**src/rtl/i2c_tgt_pkg.sv**
```systemverilog
package i2c_tgt_pkg;
    localparam int BYTE_W = 8;

    typedef enum logic [2:0] {
        ST_IDLE  = 3'd0,
        ST_RX    = 3'd1,
        ST_ACK   = 3'd2,
        ST_TX    = 3'd3,
        ST_TXACK = 3'd4
    } tgt_state_e;

    typedef enum logic [1:0] {
        BK_ADDR = 2'd0,
        BK_PTR  = 2'd1,
        BK_DATA = 2'd2
    } byte_kind_e;
endpackage

```
**src/rtl/i2c_line_sync.sv**
```systemverilog
module i2c_line_sync #(
    parameter int STAGES = 2
) (
    input  logic clk,
    input  logic rst_n,
    input  logic line_i,
    output logic lvl_o,
    output logic rise_o,
    output logic fall_o
);
    // pipe[STAGES-1] is the synchronized level, pipe[STAGES] its previous value
    logic [STAGES:0] pipe_d, pipe_q;

    always_comb begin
        pipe_d = {pipe_q[STAGES-1:0], line_i};
    end

    always_ff @(posedge clk) begin
        if (!rst_n) pipe_q <= '1;
        else        pipe_q <= pipe_d;
    end

    assign lvl_o  = pipe_q[STAGES-1];
    assign rise_o = pipe_q[STAGES-1] & ~pipe_q[STAGES];
    assign fall_o = ~pipe_q[STAGES-1] & pipe_q[STAGES];
endmodule

```
**src/rtl/i2c_tgt_fsm.sv**
```systemverilog
module i2c_tgt_fsm
    import i2c_tgt_pkg::*;
#(
    parameter int              PTR_W    = 8,
    parameter int              PREFIX_W = 5,
    parameter logic [PREFIX_W-1:0] PREFIX = 5'b10011,
    parameter int              STRAP_W  = 2
) (
    input  logic               clk,
    input  logic               rst_n,
    input  logic               shdn_n,
    input  logic               scl_lvl,
    input  logic               scl_rise,
    input  logic               scl_fall,
    input  logic               sda_lvl,
    input  logic               sda_rise,
    input  logic               sda_fall,
    input  logic [STRAP_W-1:0] strap,
    output logic               sda_oe,
    output logic               wr_stb,
    output logic [PTR_W-1:0]   wr_addr,
    output logic [BYTE_W-1:0]  wr_data,
    output logic [PTR_W-1:0]   rd_addr,
    input  logic [BYTE_W-1:0]  rd_data
);
    localparam int DEVA_W = PREFIX_W + STRAP_W;
    localparam int CNT_W  = $clog2(BYTE_W);
    localparam logic [CNT_W-1:0] LAST_BIT = CNT_W'(BYTE_W - 1);

    typedef struct packed {
        tgt_state_e          st;
        byte_kind_e          kind;
        logic                rw;
        logic [CNT_W-1:0]    cnt;
        logic [BYTE_W-1:0]   shreg;
        logic [BYTE_W-1:0]   txreg;
        logic [PTR_W-1:0]    ptr;
        logic                drv;
        logic                pend;
        logic                oe;
        logic                stb;
        logic [PTR_W-1:0]    waddr;
        logic [BYTE_W-1:0]   wdata;
    } regs_t;

    regs_t q, d;

    logic [BYTE_W-1:0] rx_byte;
    logic [DEVA_W-1:0] own_addr;
    logic              start_ev, stop_ev;

    assign rx_byte  = {q.shreg[BYTE_W-2:0], sda_lvl};
    assign own_addr = {PREFIX, strap};
    assign start_ev = sda_fall & scl_lvl;
    assign stop_ev  = sda_rise & scl_lvl;

    always_comb begin
        d     = q;
        d.stb = 1'b0;
        if (!shdn_n) begin
            d = '0;
        end else if (start_ev) begin
            d.st   = ST_RX;
            d.kind = BK_ADDR;
            d.cnt  = '0;
            d.oe   = 1'b0;
            d.drv  = 1'b0;
            d.pend = 1'b0;
        end else if (stop_ev) begin
            d.st = ST_IDLE;
            d.oe = 1'b0;
        end else begin
            unique case (q.st)
                ST_RX: if (scl_rise) begin
                    d.shreg = rx_byte;
                    d.cnt   = q.cnt + 1'b1;
                    if (q.cnt == LAST_BIT) begin
                        d.cnt = '0;
                        d.st  = ST_ACK;
                        d.drv = 1'b0;
                        unique case (q.kind)
                            BK_ADDR: begin
                                d.rw = rx_byte[0];
                                if (rx_byte[BYTE_W-1:1] != own_addr) d.st = ST_IDLE;
                            end
                            BK_PTR: d.ptr = PTR_W'(rx_byte);
                            default: begin
                                d.stb   = 1'b1;
                                d.waddr = q.ptr;
                                d.wdata = rx_byte;
                                d.ptr   = q.ptr + 1'b1;
                            end
                        endcase
                    end
                end
                ST_ACK: if (scl_fall) begin
                    if (!q.drv) begin
                        d.drv = 1'b1;
                        d.oe  = 1'b1;
                    end else begin
                        d.drv = 1'b0;
                        d.oe  = 1'b0;
                        if (q.kind == BK_ADDR && q.rw) begin
                            d.txreg = rd_data;
                            d.ptr   = q.ptr + 1'b1;
                            d.st    = ST_TX;
                            d.cnt   = '0;
                            d.oe    = ~rd_data[BYTE_W-1];
                        end else begin
                            d.st   = ST_RX;
                            d.kind = (q.kind == BK_ADDR) ? BK_PTR : BK_DATA;
                            d.cnt  = '0;
                        end
                    end
                end
                ST_TX: if (scl_fall) begin
                    if (q.cnt == LAST_BIT) begin
                        d.st   = ST_TXACK;
                        d.oe   = 1'b0;
                        d.cnt  = '0;
                        d.pend = 1'b0;
                    end else begin
                        d.txreg = {q.txreg[BYTE_W-2:0], 1'b0};
                        d.cnt   = q.cnt + 1'b1;
                        d.oe    = ~q.txreg[BYTE_W-2];
                    end
                end
                ST_TXACK: begin
                    if (scl_rise) begin
                        if (sda_lvl) d.st   = ST_IDLE;
                        else         d.pend = 1'b1;
                    end else if (scl_fall && q.pend) begin
                        d.txreg = rd_data;
                        d.ptr   = q.ptr + 1'b1;
                        d.st    = ST_TX;
                        d.cnt   = '0;
                        d.pend  = 1'b0;
                        d.oe    = ~rd_data[BYTE_W-1];
                    end
                end
                default: ;
            endcase
        end
    end

    always_ff @(posedge clk) begin
        if (!rst_n) q <= '0;
        else        q <= d;
    end

    assign sda_oe  = q.oe;
    assign wr_stb  = q.stb;
    assign wr_addr = q.waddr;
    assign wr_data = q.wdata;
    assign rd_addr = q.ptr;
endmodule

```
**src/rtl/i2c_regptr_target.sv**
```systemverilog
module i2c_regptr_target
    import i2c_tgt_pkg::*;
#(
    parameter int SYNC_STAGES = 2,
    parameter int PTR_W       = 8,
    parameter int STRAP_W     = 2
) (
    input  logic               clk,
    input  logic               rst_n,
    input  logic               shdn_n,
    input  logic               scl_i,
    input  logic               sda_i,
    output logic               sda_oe,
    input  logic [STRAP_W-1:0] strap_i,
    output logic               wr_stb,
    output logic [PTR_W-1:0]   wr_addr,
    output logic [BYTE_W-1:0]  wr_data,
    output logic [PTR_W-1:0]   rd_addr,
    input  logic [BYTE_W-1:0]  rd_data
);
    localparam int N_LINES = 2;   // index 1 = SCL, index 0 = SDA

    logic [N_LINES-1:0] raw, lvl, rise, fall;
    assign raw = {scl_i, sda_i};

    for (genvar g = 0; g < N_LINES; g++) begin : g_sync
        i2c_line_sync #(.STAGES(SYNC_STAGES)) u_sync (
            .clk    (clk),
            .rst_n  (rst_n),
            .line_i (raw[g]),
            .lvl_o  (lvl[g]),
            .rise_o (rise[g]),
            .fall_o (fall[g])
        );
    end

    i2c_tgt_fsm #(.PTR_W(PTR_W), .STRAP_W(STRAP_W)) u_fsm (
        .clk      (clk),
        .rst_n    (rst_n),
        .shdn_n   (shdn_n),
        .scl_lvl  (lvl[1]),
        .scl_rise (rise[1]),
        .scl_fall (fall[1]),
        .sda_lvl  (lvl[0]),
        .sda_rise (rise[0]),
        .sda_fall (fall[0]),
        .strap    (strap_i),
        .sda_oe   (sda_oe),
        .wr_stb   (wr_stb),
        .wr_addr  (wr_addr),
        .wr_data  (wr_data),
        .rd_addr  (rd_addr),
        .rd_data  (rd_data)
    );
endmodule

```
**config.mk**
```make
export PLATFORM = sky130hd
export DESIGN_NAME = i2c_regptr_target
export DESIGN_NICKNAME = d
export VERILOG_FILES = /design/src/rtl/i2c_tgt_pkg.sv /design/src/rtl/i2c_line_sync.sv /design/src/rtl/i2c_tgt_fsm.sv /design/src/rtl/i2c_regptr_target.sv
export SDC_FILE = /design/constraint.sdc
export NUM_CORES = 1
export LEC_CHECK = 0
export ABC_AREA = 1
export BUFFER_PORTS_ARGS = -buffer_cell sky130_fd_sc_hd__buf_2
export CAP_MARGIN = 15
export CORE_MARGIN = 8
export CORE_UTILIZATION = 55
export CTS_BUF_LIST = sky130_fd_sc_hd__clkbuf_8
export CTS_CLUSTER_DIAMETER = 120
export DETAILED_ROUTE_END_ITERATION = 8
export GPL_TIMING_DRIVEN = 0
export MAX_ROUTING_LAYER = met4
export PLACE_DENSITY = 0.77
export SLEW_MARGIN = 20
export SYNTH_ARGS = -nofsm -noshare
export SYNTH_HDL_FRONTEND = slang
export SYNTH_SLANG_ARGS = --single-unit
export TNS_END_PERCENT = 5
```
**constraint.sdc**
```tcl
create_clock -name clk -period 3.8 [get_ports clk]
set_input_delay 0.19 -clock clk [delete_from_list [all_inputs] [get_ports clk]]
set_output_delay 0.19 -clock clk [all_outputs]
set_load 0.02 [all_outputs]
```
# After elaboration in Yosys (flattened, before gate mapping)
# Cells that the tools add are included.
dict set report classes {
  addsub 2
  eq_ne 29
  mux 58
  n_bitwise 21
  n_reduce_logical 26
}
# operator count
set op_table {}
lappend op_table {{16-bit two-way mux} 4}
lappend op_table {{8-bit one-hot mux with 3 select lines} 2}
lappend op_table {{3-bit two-way mux} 14}
lappend op_table {{17-bit two-way mux} 2}
lappend op_table {{32-bit two-way mux} 1}
lappend op_table {{8-bit two-way mux} 3}
lappend op_table {{3-bit one-hot mux with 4 select lines} 2}
lappend op_table {{4-bit by 1-bit != test with 1-bit output (second input constant)} 5}
lappend op_table {{9-bit two-way mux} 2}
lappend op_table {{6-bit AND reduction} 3}
lappend op_table {{9-bit AND reduction} 2}
lappend op_table {{2-bit two-way mux} 8}
lappend op_table {{8-bit one-hot mux with 2 select lines} 1}
lappend op_table {{1-bit NOT} 15}
lappend op_table {{5-bit AND reduction} 3}
lappend op_table {{2-bit by 1-bit != test with 1-bit output (second input constant)} 7}
lappend op_table {{1-bit two-way mux} 12}
lappend op_table {{12-bit two-way mux} 1}
lappend op_table {{11-bit AND reduction} 1}
lappend op_table {{5-bit two-way mux} 2}
lappend op_table {{10-bit AND reduction} 1}
lappend op_table {{8-bit by 1-bit adder with 8-bit output (second input constant)} 1}
lappend op_table {{2-bit != test (second input constant)} 4}
lappend op_table {{8-bit AND reduction} 1}
lappend op_table {{27 further kinds} 39}
dict set report word_totals {
  reg_bits 59
  input_bits 15
  out_inout_bits 26
  word_cells 152
}

# Depth between registers and ports, before layout
# Gate-level depths: netlist of the first run.
dict set report logic_depth {
  word_depth 8
  mapped_depth 12
  ltp_nobuf 11
}

# Modules after synthesis
# A second synthesis of the first run with hierarchy kept.
dict set report hier_totals {
  hier_cells 476
  hier_area_um2 3154.3
}
# module instances cells_per_inst area_each_um2 seq_area_each_um2
set modules_own_cells {}
lappend modules_own_cells {i2c_tgt_fsm 1 452 2966.6 1021.0}
lappend modules_own_cells {i2c_line_sync 2 12 93.8 60.1}

# Worst setup path before layout of the first run
# OpenSTA, ideal clock, no wires.
dict set report synth_path {
  path_type {flip-flop to flip-flop}
  from {register u_fsm.q[44] in the netlist's numbering}
  to {register u_fsm.q, in the netlist u_fsm.wr_addr[2]}
  setup_time_ps 116
  t_arrival_ps 1369
  path_slack_ps 2315
  stages_incl_launch_ff 9
  n_path_buf 1
  cell_sequence {dfxtp_1 -> ha_1 -> ha_1 -> inv_1 -> nor3_4 -> inv_2 -> buf_6 -> nor2_1 -> nor2_1}
}
dict set report synth_between {
  elab_chain_len 2
}
# item line_no
set synth_rtl {}
lappend synth_rtl {{start: declaration} i2c_tgt_fsm.sv:46} ;# regs_t q, d;
lappend synth_rtl {{start signal: assignment} i2c_tgt_fsm.sv:147} ;# if (!rst_n) q <= '0;
lappend synth_rtl {{start signal: assignment} i2c_tgt_fsm.sv:148} ;# else q <= d;
lappend synth_rtl {{3-bit equality test} i2c_tgt_fsm.sv:77} ;# if (q.cnt == LAST_BIT) begin
lappend synth_rtl {{6-bit AND reduction (no source line)} -}
# No other way between the ends.
# A chain may end at the register's enable or synchronous reset.

# Worst setup path after layout of the first run
dict set report layout_path {
  from {register u_fsm.q[44] in the netlist's numbering}
  to {register u_fsm.q, in the netlist u_fsm.wr_addr[7]}
}
# The elaborated chain is that of the path after synthesis.

==> results of run 1 <==
## stage by stage
step | instances | area (µm²) | utilization (%) | setup WS [ps]
6_report | 558 | 3440 | 66.4 | 2000
5_1_grt | 558 | 3440 | 66.4 | 1860
4_1_cts | 558 | 3440 | 66.4 | 2000
3_5_place_dp | 542 | 3260 | 63.1 | 2020
3_3_place_gp | 542 | 3260 | 63.1 | 2030
2_1_floorplan | 432 | 2980 | - | 2320
## per-layer routing
metal,wire length [µm],part of all wire (%)
met2,3330,49
met5,0,0
met1,2980,43
met4,124,1.8
met3,420,6.1
## power by group through the flow
| stage | registers, mW | clock network, mW | logic, mW |
|---|---|---|---|
| global placement | 0.633 | 0 | 0.148 |
| global route | 0.622 | 0.538 | 0.171 |
| CTS | 0.621 | 0.509 | 0.151 |
| detailed placement | 0.634 | 0 | 0.150 |
| floorplan | 0.632 | 0 | 0.115 |
| finish | 0.621 | 0.497 | 0.152 |
## worst register-to-register path: cells and delay by family (launching register included)
family,cells,cell delay (ps)
DFF,1,350
and+or+nand+nor,3,500
adders and majority gates,2,440
buffers and inverters,3,410
## cell type report
cell class / count / share of cell area [%]
buffer: 34 / 7.14
inverter: 43 / 4.77
sequential: 57 / 33.2
tap: 70 / 2.55
clock inverter: 5 / 0.655
clock buffer: 11 / 4.40
multi-input combinational: 298 / 41.5
timing repair buffer: 40 / 5.82
## cell usage after synthesis, drive strengths merged
cell | number | area (µm²)
nor2 | 82 | 335
a31oi | 2 | 12.5
buf | 31 | 234
o21ai | 45 | 229
nand4 | 6 | 37.5
clkinv | 2 | 10.0
ha | 3 | 37.5
and2 | 1 | 8.76
o22ai | 1 | 6.26
xor2 | 3 | 26.3
nor3 | 3 | 26.3
nand2 | 94 | 370
clkbuf | 3 | 11.3
xnor2 | 2 | 17.5
nand3 | 29 | 165
a21oi | 21 | 105
dfxtp | 57 | 1140
o31ai | 2 | 15.0
a211oi | 1 | 7.51
inv | 41 | 154
nand3b | 2 | 18.8
or2 | 1 | 6.26
## worst max path at each step
stage / startpoint / end / slack, ps / cells past startpoint
after floorplan: u_fsm.q[44] / u_fsm.wr_addr[2] / 2320 / 8
after global placement: u_fsm.q[44] / u_fsm.wr_addr[1] / 2030 / 8
after detailed placement: u_fsm.q[44] / u_fsm.wr_addr[0] / 2020 / 8
after CTS: u_fsm.q[44] / u_fsm.wr_addr[0] / 2000 / 8
after global routing: u_fsm.q[44] / u_fsm.q[50] / 1860 / 9
final: u_fsm.q[44] / u_fsm.wr_addr[7] / 2000 / 8
## kinds of logic (layout without fill, tap and decap cells)
family	Yosys count	after routing	synth area share, %
AO/OA/AOI/OAI	72	72	12.6
XOR/XNOR	5	5	1.47
adder cells (fa/ha/maj)	3	3	1.26
buffers and inverters	77	133	13.8
flip-flops	57	57	38.4
AND/OR/NAND/NOR	218	218	32.5
## sequential cells by signal (all words and copies together), names as in the netlist
name                  cells
u_fsm.sda_oe              1
u_fsm.wr_data             8
g_sync.u_sync.pipe_q      6
u_fsm.wr_stb              1
u_fsm.rd_addr             8
u_fsm.q                  25
u_fsm.wr_addr             8
==> results.tsv, run 1 <==
metric	value	unit
critPathMaxStageDelay	350	ps
first_pass_iters	5	
gr-total-overflow	0	
fp.dieW	89.6	µm
crit_chain	ha_1 -> ha_1 -> inv_1 -> nor3_4 -> inv_2 -> buf_6 -> nor2_1 -> nor2_1	
avgSynthCellArea	6.89	µm²
grt_use_met1	20.7	%
pwr-share-clk	39.1	%
p_int	0.929	mW
worst_pin_slew	452	ps
gp_congestion	0.948	
rr_startpoint	u_fsm.q[44]	
die_area	0.00802	mm²
via_per_inst	5.07	
cts.sinks	57	
cts_tree	done	
top_usage_layer	met2	
start_util	57.5	%
cts-htree-levels	3	
yosysSeqAreaShare	38.4	%
numCtsBuffers	9	
clock_latency	340	ps
cp.arrival	2030	ps
setup_violations	0	
hold_viol	0	
ir_drop	0.235	mV
ant_nets	0	
antenna_found_initial	0	
syn2layout_area_growth	15.5	%
mostFrequentLayoutCell	nand2_1	
slew_viol_final	0	
rsz0062_at_grt	no	
r2r_end	u_fsm.wr_addr[7]	
grt_use_total	18.5	%
drcViolationCount	0	
syn_nets	450	
netlist_instances	432	
slowest_stage	dfxtp_1	
hp-start	scl_i	
cts_setup_buffers	0	
finalNetCount	501	
p_sw	0.340	mW
cpLargestDelayFamily	simple AND/OR/NAND/NOR gates	
powerDensity	369	mW/mm²
hold-path-endpoint	g_sync[1].u_sync.pipe_q[0]	
worstPathMaxFanout	10	
startpoint_type	flip-flop	
wl_per_cell	12.3	µm
met3_usage	5.51	%
drive_gt1_share	23.8	%
fin_skew	9.15	ps
yosys_register_bits	57	
crit_buf_inv	3	
vias	2827	
hold_path_class	in2reg	
status	completed	
fin_crit_sh	47.4	%
clk_pin_slew_worst_paths	70	ps
cts_resized	0	
drt_iter0_markers	164	
fillers	475	
switching_share	26.8	%
num_antenna_cells	0	
grt_pass1_vias	2525	
p_comb_share	12.0	%
holdWs	19.5	ps
post-route-min-period	1800	ps
cts_buffer_depth	2	
multiInputGateArea	0.00143	mm²
p_seq_share	48.9	%
grt_max_degree	11	
critical_path_class	reg2reg	
final_cell_mix	nand2_1, nor2_1, dfxtp_1	
fp.dieH	89.6	µm
max_freq	0.555	GHz
core	0.00517	mm²
reg2reg_depth	8	
max-slew-margin-rel	69.9	%
ioPinCount	41	
wl	6.86	mm
total_power	1.27	mW
end_kind	flip-flop	
area.sequential	0.00114	mm²
synth_area	0.00298	mm²
grt_pass1_wl	11.2	mm
yosysUniqueCellTypes	34	
clock_tree.root_cell	clkbuf_8	
reg2reg_slack	2000	ps
dp_hpwl	5.17	mm
grt_util_met2	30.1	%
holdPathStages	3	
cts_hold_buf	0	
required	4030	ps
max-cap-violations	0	
io_buffers	40	
yosysWarnings	0	
setup-tns-final	0	ps
p_leak	1.72	nW
num_rows	26	
Note: power is estimated with default switching activity, not from simulation.
==> run 2: changes to the inputs <==
==> constraint.sdc (replaced) <==
create_clock -name clk -period 1.7 [get_ports clk]
set_input_delay 0.085 -clock clk [delete_from_list [all_inputs] [get_ports clk]]
set_output_delay 0.085 -clock clk [all_outputs]
set_load 0.02 [all_outputs]
==> run 2 against run 1 <==
Compared with the run above: clock power grew 120%; sequential share of layout area shrank 1.9 points; final cell count grew 2.5%; clock skew is essentially flat; global-route usage grew 0.33 points.
==> results.tsv, run 2 (synthesized netlist as in run 1, its figures left out) <==
metric	value	unit
status	completed	
start_util	57.5	%
p_leak	1.80	nW
slowest_stage	dfxtp_1	
drt_iter0_markers	119	
hold_viol	0	
fp.dieW	89.6	µm
p_seq_share	48.2	%
fin_area	0.00368	mm²
setup_violations	0	
gr-total-overflow	0	
cts_buffer_depth	2	
syn2layout_area_growth	23.7	%
p_sw	0.788	mW
num_rows	26	
critical_path_class	reg2reg	
powerDensity	785	mW/mm²
area.sequential	0.00115	mm²
required	1940	ps
via_per_inst	5.15	
slew_viol_final	0	
max_freq	0.606	GHz
finalNetCount	515	
mostFrequentLayoutCell	nand2_1	
clock_tree.root_cell	clkbuf_8	
fin_skew	9.48	ps
crit_chain	clkbuf_4 -> inv_1 -> nand3_2 -> buf_4 -> nand2_1 -> nor2_2 -> nor2_2 -> and2_4 -> buf_6 -> nand2_1 -> nand2_1 -> nor2_1	
antenna_found_initial	0	
largest_register	u_fsm.q	
numCtsBuffers	9	
multiInputGateArea	0.00153	mm²
ant_nets	0	
ioPinCount	41	
p_int	2.10	mW
fillers	441	
rsz0062_at_grt	yes	
grt_pass1_vias	2570	
wl	7.25	mm
first_pass_iters	5	
max-slew-margin-rel	70.3	%
p_comb_share	13.3	%
final_core_util	71.2	%
grt_pass1_wl	11.4	mm
startpoint_type	flip-flop	
end_kind	flip-flop	
drive_gt1_share	28.9	%
cp.arrival	1890	ps
hold_path_class	in2reg	
critPathMaxStageDelay	300	ps
timing.final.ws_setup	50.0	ps
max-cap-violations	0	
core	0.00517	mm²
fin_crit_sh	97.1	%
cpMostUsedCell	nand2_1	
dp_slack	-76.3	ps
wl_per_cell	12.7	µm
die_area	0.00802	mm²
clock_latency	340	ps
grt_max_degree	11	
fp.dieH	89.6	µm
cts_tree	done	
dpl_cell_area	0.00326	mm²
holdWs	94.1	ps
cts.sinks	57	
pwr-share-clk	38.5	%
post-route-min-period	1650	ps
crit_buf_inv	4	
switching_share	27.3	%
final_cell_mix	nand2_1, nor2_1, dfxtp_1	
ir_drop	0.527	mV
vias	2944	
worstPathMaxFanout	7	
cts-htree-levels	3	
clk_pin_slew_worst_paths	70	ps
worst_pin_slew	442	ps
io_buffers	40	
num_antenna_cells	0	
cpLargestDelayFamily	simple AND/OR/NAND/NOR gates	
largest_reg_flops	25	
dp_hpwl	5.17	mm
gp_congestion	0.948	
grt_use_total	18.8	%
setup-tns-final	0	ps
drcViolationCount	0	
-- run 2: cell count changes in the layout (fill, tap and decap cells not counted), moves of 3 or more --
cell           before  now
o21ai_1             5    9
buf_4              24   32
nor2_1             73   69
nor2_4              1    6
dlygate4sd3_1       0    5
dfxtp_1            57   51
o21ai_0            39   35
nand2_1            89   86
dfxtp_2             0    5
-- run 2: worst min-delay path: stages --
cell and delay (ps):
buf_2 80, nand2_1 40, nand2_1 50, o21ai_0 70, nor2_1 70
-- run 2: stage by stage --
step | total power, mW | instances
final | 2.89 | 572
after global routing | 3.03 | 572
after CTS | 2.87 | 565
after detailed placement | 1.75 | 542
after global placement | 1.75 | 542
after floorplan | 1.67 | 432
-- run 2: layout make-up --
| class | instances | area share (%) |
|---|---|---|
| repair buffers | 54 | 8.74 |
| flip-flops and latches | 57 | 31.3 |
| clock buffers | 11 | 4.11 |
| well taps | 70 | 2.38 |
| plain buffers | 34 | 6.76 |
| clock inverters | 5 | 0.612 |
| multi-input cells | 298 | 41.5 |
| inverters | 43 | 4.62 |
-- run 2: timing repair --
action,CTS,global route
endpoints found under the setup margin,16,40
pin swaps,1,8
setup buffers,2,7
gates resized for setup,1,39
hold buffers,5,0
endpoints found under the hold margin,6,0
-- run 2: power by group through the flow --
stage / Clock, mW / Sequential, mW / Combinational, mW
2_1_floorplan: 0 / 1.41 / 0.258
5_1_grt: 1.20 / 1.39 / 0.430
6_report: 1.11 / 1.39 / 0.384
3_5_place_dp: 0 / 1.42 / 0.336
3_3_place_gp: 0 / 1.42 / 0.331
4_1_cts: 1.14 / 1.39 / 0.346
-- run 2: worst paths after layout --
check | startpoint | to | slack, ps | cells past startpoint
min | rd_data[2] | u_fsm.q[30] | 90 | 5
min reg2reg | g_sync[1].u_sync.pipe_q[0] | g_sync[1].u_sync.pipe_q[1] | 410 | 2
max reg2reg | u_fsm.q[51] | u_fsm.q[46] | 50 | 12
max | u_fsm.q[51] | u_fsm.q[46] | 50 | 12
-- run 2: per-layer routing --
layer  global-route usage (%)  wire (µm)  vias up
met5                        -          0        -
met3                     5.51        443       15
met4                     7.40        130        0
li1                         -          -     1497
met1                     21.1       3050     1342
met2                     30.7       3630       90
==> run 3: changes to the inputs <==
--- a/config.mk
+++ b/config.mk
@@ -5,7 +5,6 @@
 export SDC_FILE = /design/constraint.sdc
 export NUM_CORES = 1
 export LEC_CHECK = 0
-export ABC_AREA = 1
 export BUFFER_PORTS_ARGS = -buffer_cell sky130_fd_sc_hd__buf_2
 export CAP_MARGIN = 15
 export CORE_MARGIN = 8
==> run 3 against run 2 <==
Compared with the run above: the flow now finishes with violations (setup timing); sequential share of layout area decreased by 1.1 points; setup slack worse by 490 ps; maximum frequency down 23%; critical path depth fell by 6; global-route usage increased by 2.0 points; die area shrank 0.20%; synthesized cell count shrank 21%; non-clock buffer count up 19; sequential power is 4% lower; count of clock-buffer cells in the layout is 1 lower; core utilization up 3.0 points; sequential cell count unchanged; critical path type unchanged; critical endpoint is now u_fsm.rd_addr[0].
==> results.tsv, run 3 <==
metric	value	unit
grt_max_degree	11	
timing.final.ws_setup	-436	ps
slowest_stage	or3b_4	
largest_reg_flops	25	
cp.arrival	2370	ps
hold_viol	0	
rsz0062_at_grt	yes	
synthMuxAreaShare	9.49	%
io_buffers	40	
gp_congestion	0.899	
final_cell_mix	dfxtp_1, nor2_1, buf_4	
ant_nets	0	
p_int	2.09	mW
synth.area.top_cells	dfxtp_1, mux2i_1, buf_4	
grt_pass1_wl	12.7	mm
grt_pass1_vias	2602	
p_leak	1.61	nW
drcViolationCount	0	
vias	2742	
synth_compound_area_share	16.4	%
clk_pin_slew_worst_paths	60	ps
reg2reg_slack	-440	ps
netlist_instances	342	
dp_hpwl	4.92	mm
synthAdderAreaFrac	1.26	%
crit_chain	or3b_4 -> or3b_4 -> a2111oi_4 -> buf_6 -> o21ai_1 -> a221oi_1	
worstPathMaxFanout	8	
setup_violations	37	
synthArstFlopShare	0	%
wl_per_cell	15.6	µm
finalNetCount	432	
synth_top_family_by_area	simple AND/OR/NAND/NOR gates	
via_per_inst	5.61	
yosys.area_share.simple	23.1	%
num_antenna_cells	0	
gr-total-overflow	0	
hold_path_class	in2reg	
wl	7.64	mm
syn2layout_area_growth	29.2	%
switching_share	22.1	%
powerDensity	699	mW/mm²
multiInputGateArea	0.00166	mm²
critical_path_class	reg2reg	
pwr-share-clk	46.1	%
p_comb_share	3.9	%
start_util	57.4	%
yosysSeqAreaShare	38.4	%
violations	setup timing	
max-cap-violations	0	
syn_nets	360	
fp.dieW	89.5	µm
yosys.area.top_type_share	38.4	%
die_area	0.00800	mm²
critPathMaxStageDelay	400	ps
r2r_end	u_fsm.rd_addr[0]	
numCtsBuffers	9	
fin_skew	4.35	ps
antenna_found_initial	0	
fin_crit_sh	126	%
fp.dieH	89.5	µm
dp_cells	452	
mostFrequentLayoutCell	dfxtp_1	
cpMostUsedCell	or3b_4	
worst_pin_slew	515	ps
ys_top_cells_by_count	dfxtp_1, nor2_1, mux2i_1	
yosys_register_bits	57	
avgSynthCellArea	8.68	µm²
ys.flop_type	dfxtp_1	
p_sw	0.593	mW
reg2reg_depth	6	
yosysWarnings	0	
max-slew-margin-rel	65.6	%
synth_area	0.00297	mm²
ioPinCount	41	
final_core_util	74.1	%
cts.sinks	57	
drive_gt1_share	35.8	%
startpoint_type	flip-flop	
yosysUniqueCellTypes	56	
synth_edf_count	0	
hp-start	rd_data[0]	
status	finished, violations left	
num_rows	26	
max_freq	0.468	GHz
largest_register	u_fsm.q	
final_cells	489	
fillers	392	
end_kind	flip-flop	
first_pass_iters	7	
post-route-min-period	2140	ps
synth_top_cell_by_area	dfxtp_1	
yosysMostFrequentCell	dfxtp_1	
area.sequential	0.00115	mm²
synth_xor_area_share	1.48	%
rr_startpoint	u_fsm.q[52]	
core	0.00517	mm²
slew_viol_final	0	
hold-path-endpoint	u_fsm.q[28]	
clock_tree.root_cell	clkbuf_8	
p_seq_share	50.1	%
ir_drop	0.571	mV
drt_iter0_markers	239	
holdPathStages	3	
clock_latency	330	ps
required	1930	ps
total_power	2.68	mW
grt_use_total	20.9	%
cts_buffer_depth	2	
cts-htree-levels	3	
cts_tree	done	
[run 3: cell count changes in the layout (fill, tap and decap cells not counted), sizes merged, moves of 5 or more]
cell / previous run / this run
nor2: 82 / 47
a311oi: 0 / 7
clkbuf: 15 / 23
nand2: 94 / 26
buf: 79 / 89
nand2b: 0 / 14
inv: 42 / 2
or3b: 0 / 5
nand3: 29 / 11
a211oi: 1 / 6
a21oi: 21 / 15
mux2i: 0 / 27
o21ai: 45 / 14
[run 3: logic make-up (layout without fill, tap and decap cells)]
logic type | after synthesis | in the layout
DFF | 57 | 57
buffers and inverters | 48 | 125
muxes | 28 | 28
adders and majority gates | 3 | 3
and+or+nand+nor | 134 | 134
xor gates and xnor gates | 5 | 5
AOI/OAI and AO/OA | 67 | 67
[run 3: worst max path at each step]
stage                startpoint  cells after the start  slack [ps]               end
finish              u_fsm.q[52]                      6        -440  u_fsm.rd_addr[0]
global route        u_fsm.q[51]                      7        -480  u_fsm.rd_addr[1]
CTS                 u_fsm.q[50]                      7        -510  u_fsm.rd_addr[0]
detailed placement  u_fsm.q[52]                      7        -810       u_fsm.q[32]
global placement    u_fsm.q[48]                      7        -770  u_fsm.rd_addr[1]
floorplan           u_fsm.q[50]                      8        -510  u_fsm.rd_addr[1]
[run 3: metal layers]
layer / vias up / GRT usage (%) / part of all wire (%) / wire length (µm)
met5: - / - / 0 / 0
met4: 0 / 9.82 / 3.2 / 244
met3: 30 / 3.68 / 5.9 / 454
met2: 118 / 32.9 / 45 / 3460
met1: 1266 / 25.2 / 46 / 3480
li1: 1328 / - / - / -
[run 3: worst max-delay path, delay by kind of cell, from the launching register on]
family | cells | cell delay, ps
AO/OA/AOI/OAI | 3 | 690
buffers and inverters | 1 | 180
flip-flops | 1 | 360
AND/OR/NAND/NOR | 2 | 800
[run 3: area by class of cell]
cell class	instances	area share (%)
Buffer	40	8.16
Clock buffer	10	3.59
Clock inverter	6	1.50
Inverter	2	0.196
Multi-Input combinational cell	237	43.3
Sequential cell	57	30.1
Tap cell	70	2.28
Timing Repair Buffer	67	10.9
[run 3: stage by stage]
stage / hold WS, ps / setup WS, ps / setup TNS, ps / area, µm²
6_report: 17.5 / -436 / -9900 / 3830
3_3_place_gp: 266 / -765 / -22350 / 3270
2_1_floorplan: 158 / -512 / -12520 / 2980
5_1_grt: 22.3 / -480 / -13140 / 3830
4_1_cts: 4.29 / -512 / -9560 / 3730
3_5_place_dp: 270 / -805 / -22980 / 3270
[run 3: timing repair]
item / CTS / global route
buffers inserted: 14 / 6
hold endpoints to repair: 5 / 0
cloned: 2 / 0
setup endpoints to repair: 48 / 47
resized for setup: 38 / 27
hold buffers: 5 / 0
pin swaps: 11 / 16
[run 3: power groups by stage]
stage	Combinational (mW)	Clock [mW]	Sequential [mW]
after floorplan	0.0514	0	1.37
after global placement	0.0853	0	1.37
after detailed placement	0.0857	0	1.37
after CTS	0.0995	1.26	1.34
after global routing	0.113	1.34	1.34
final	0.103	1.23	1.34
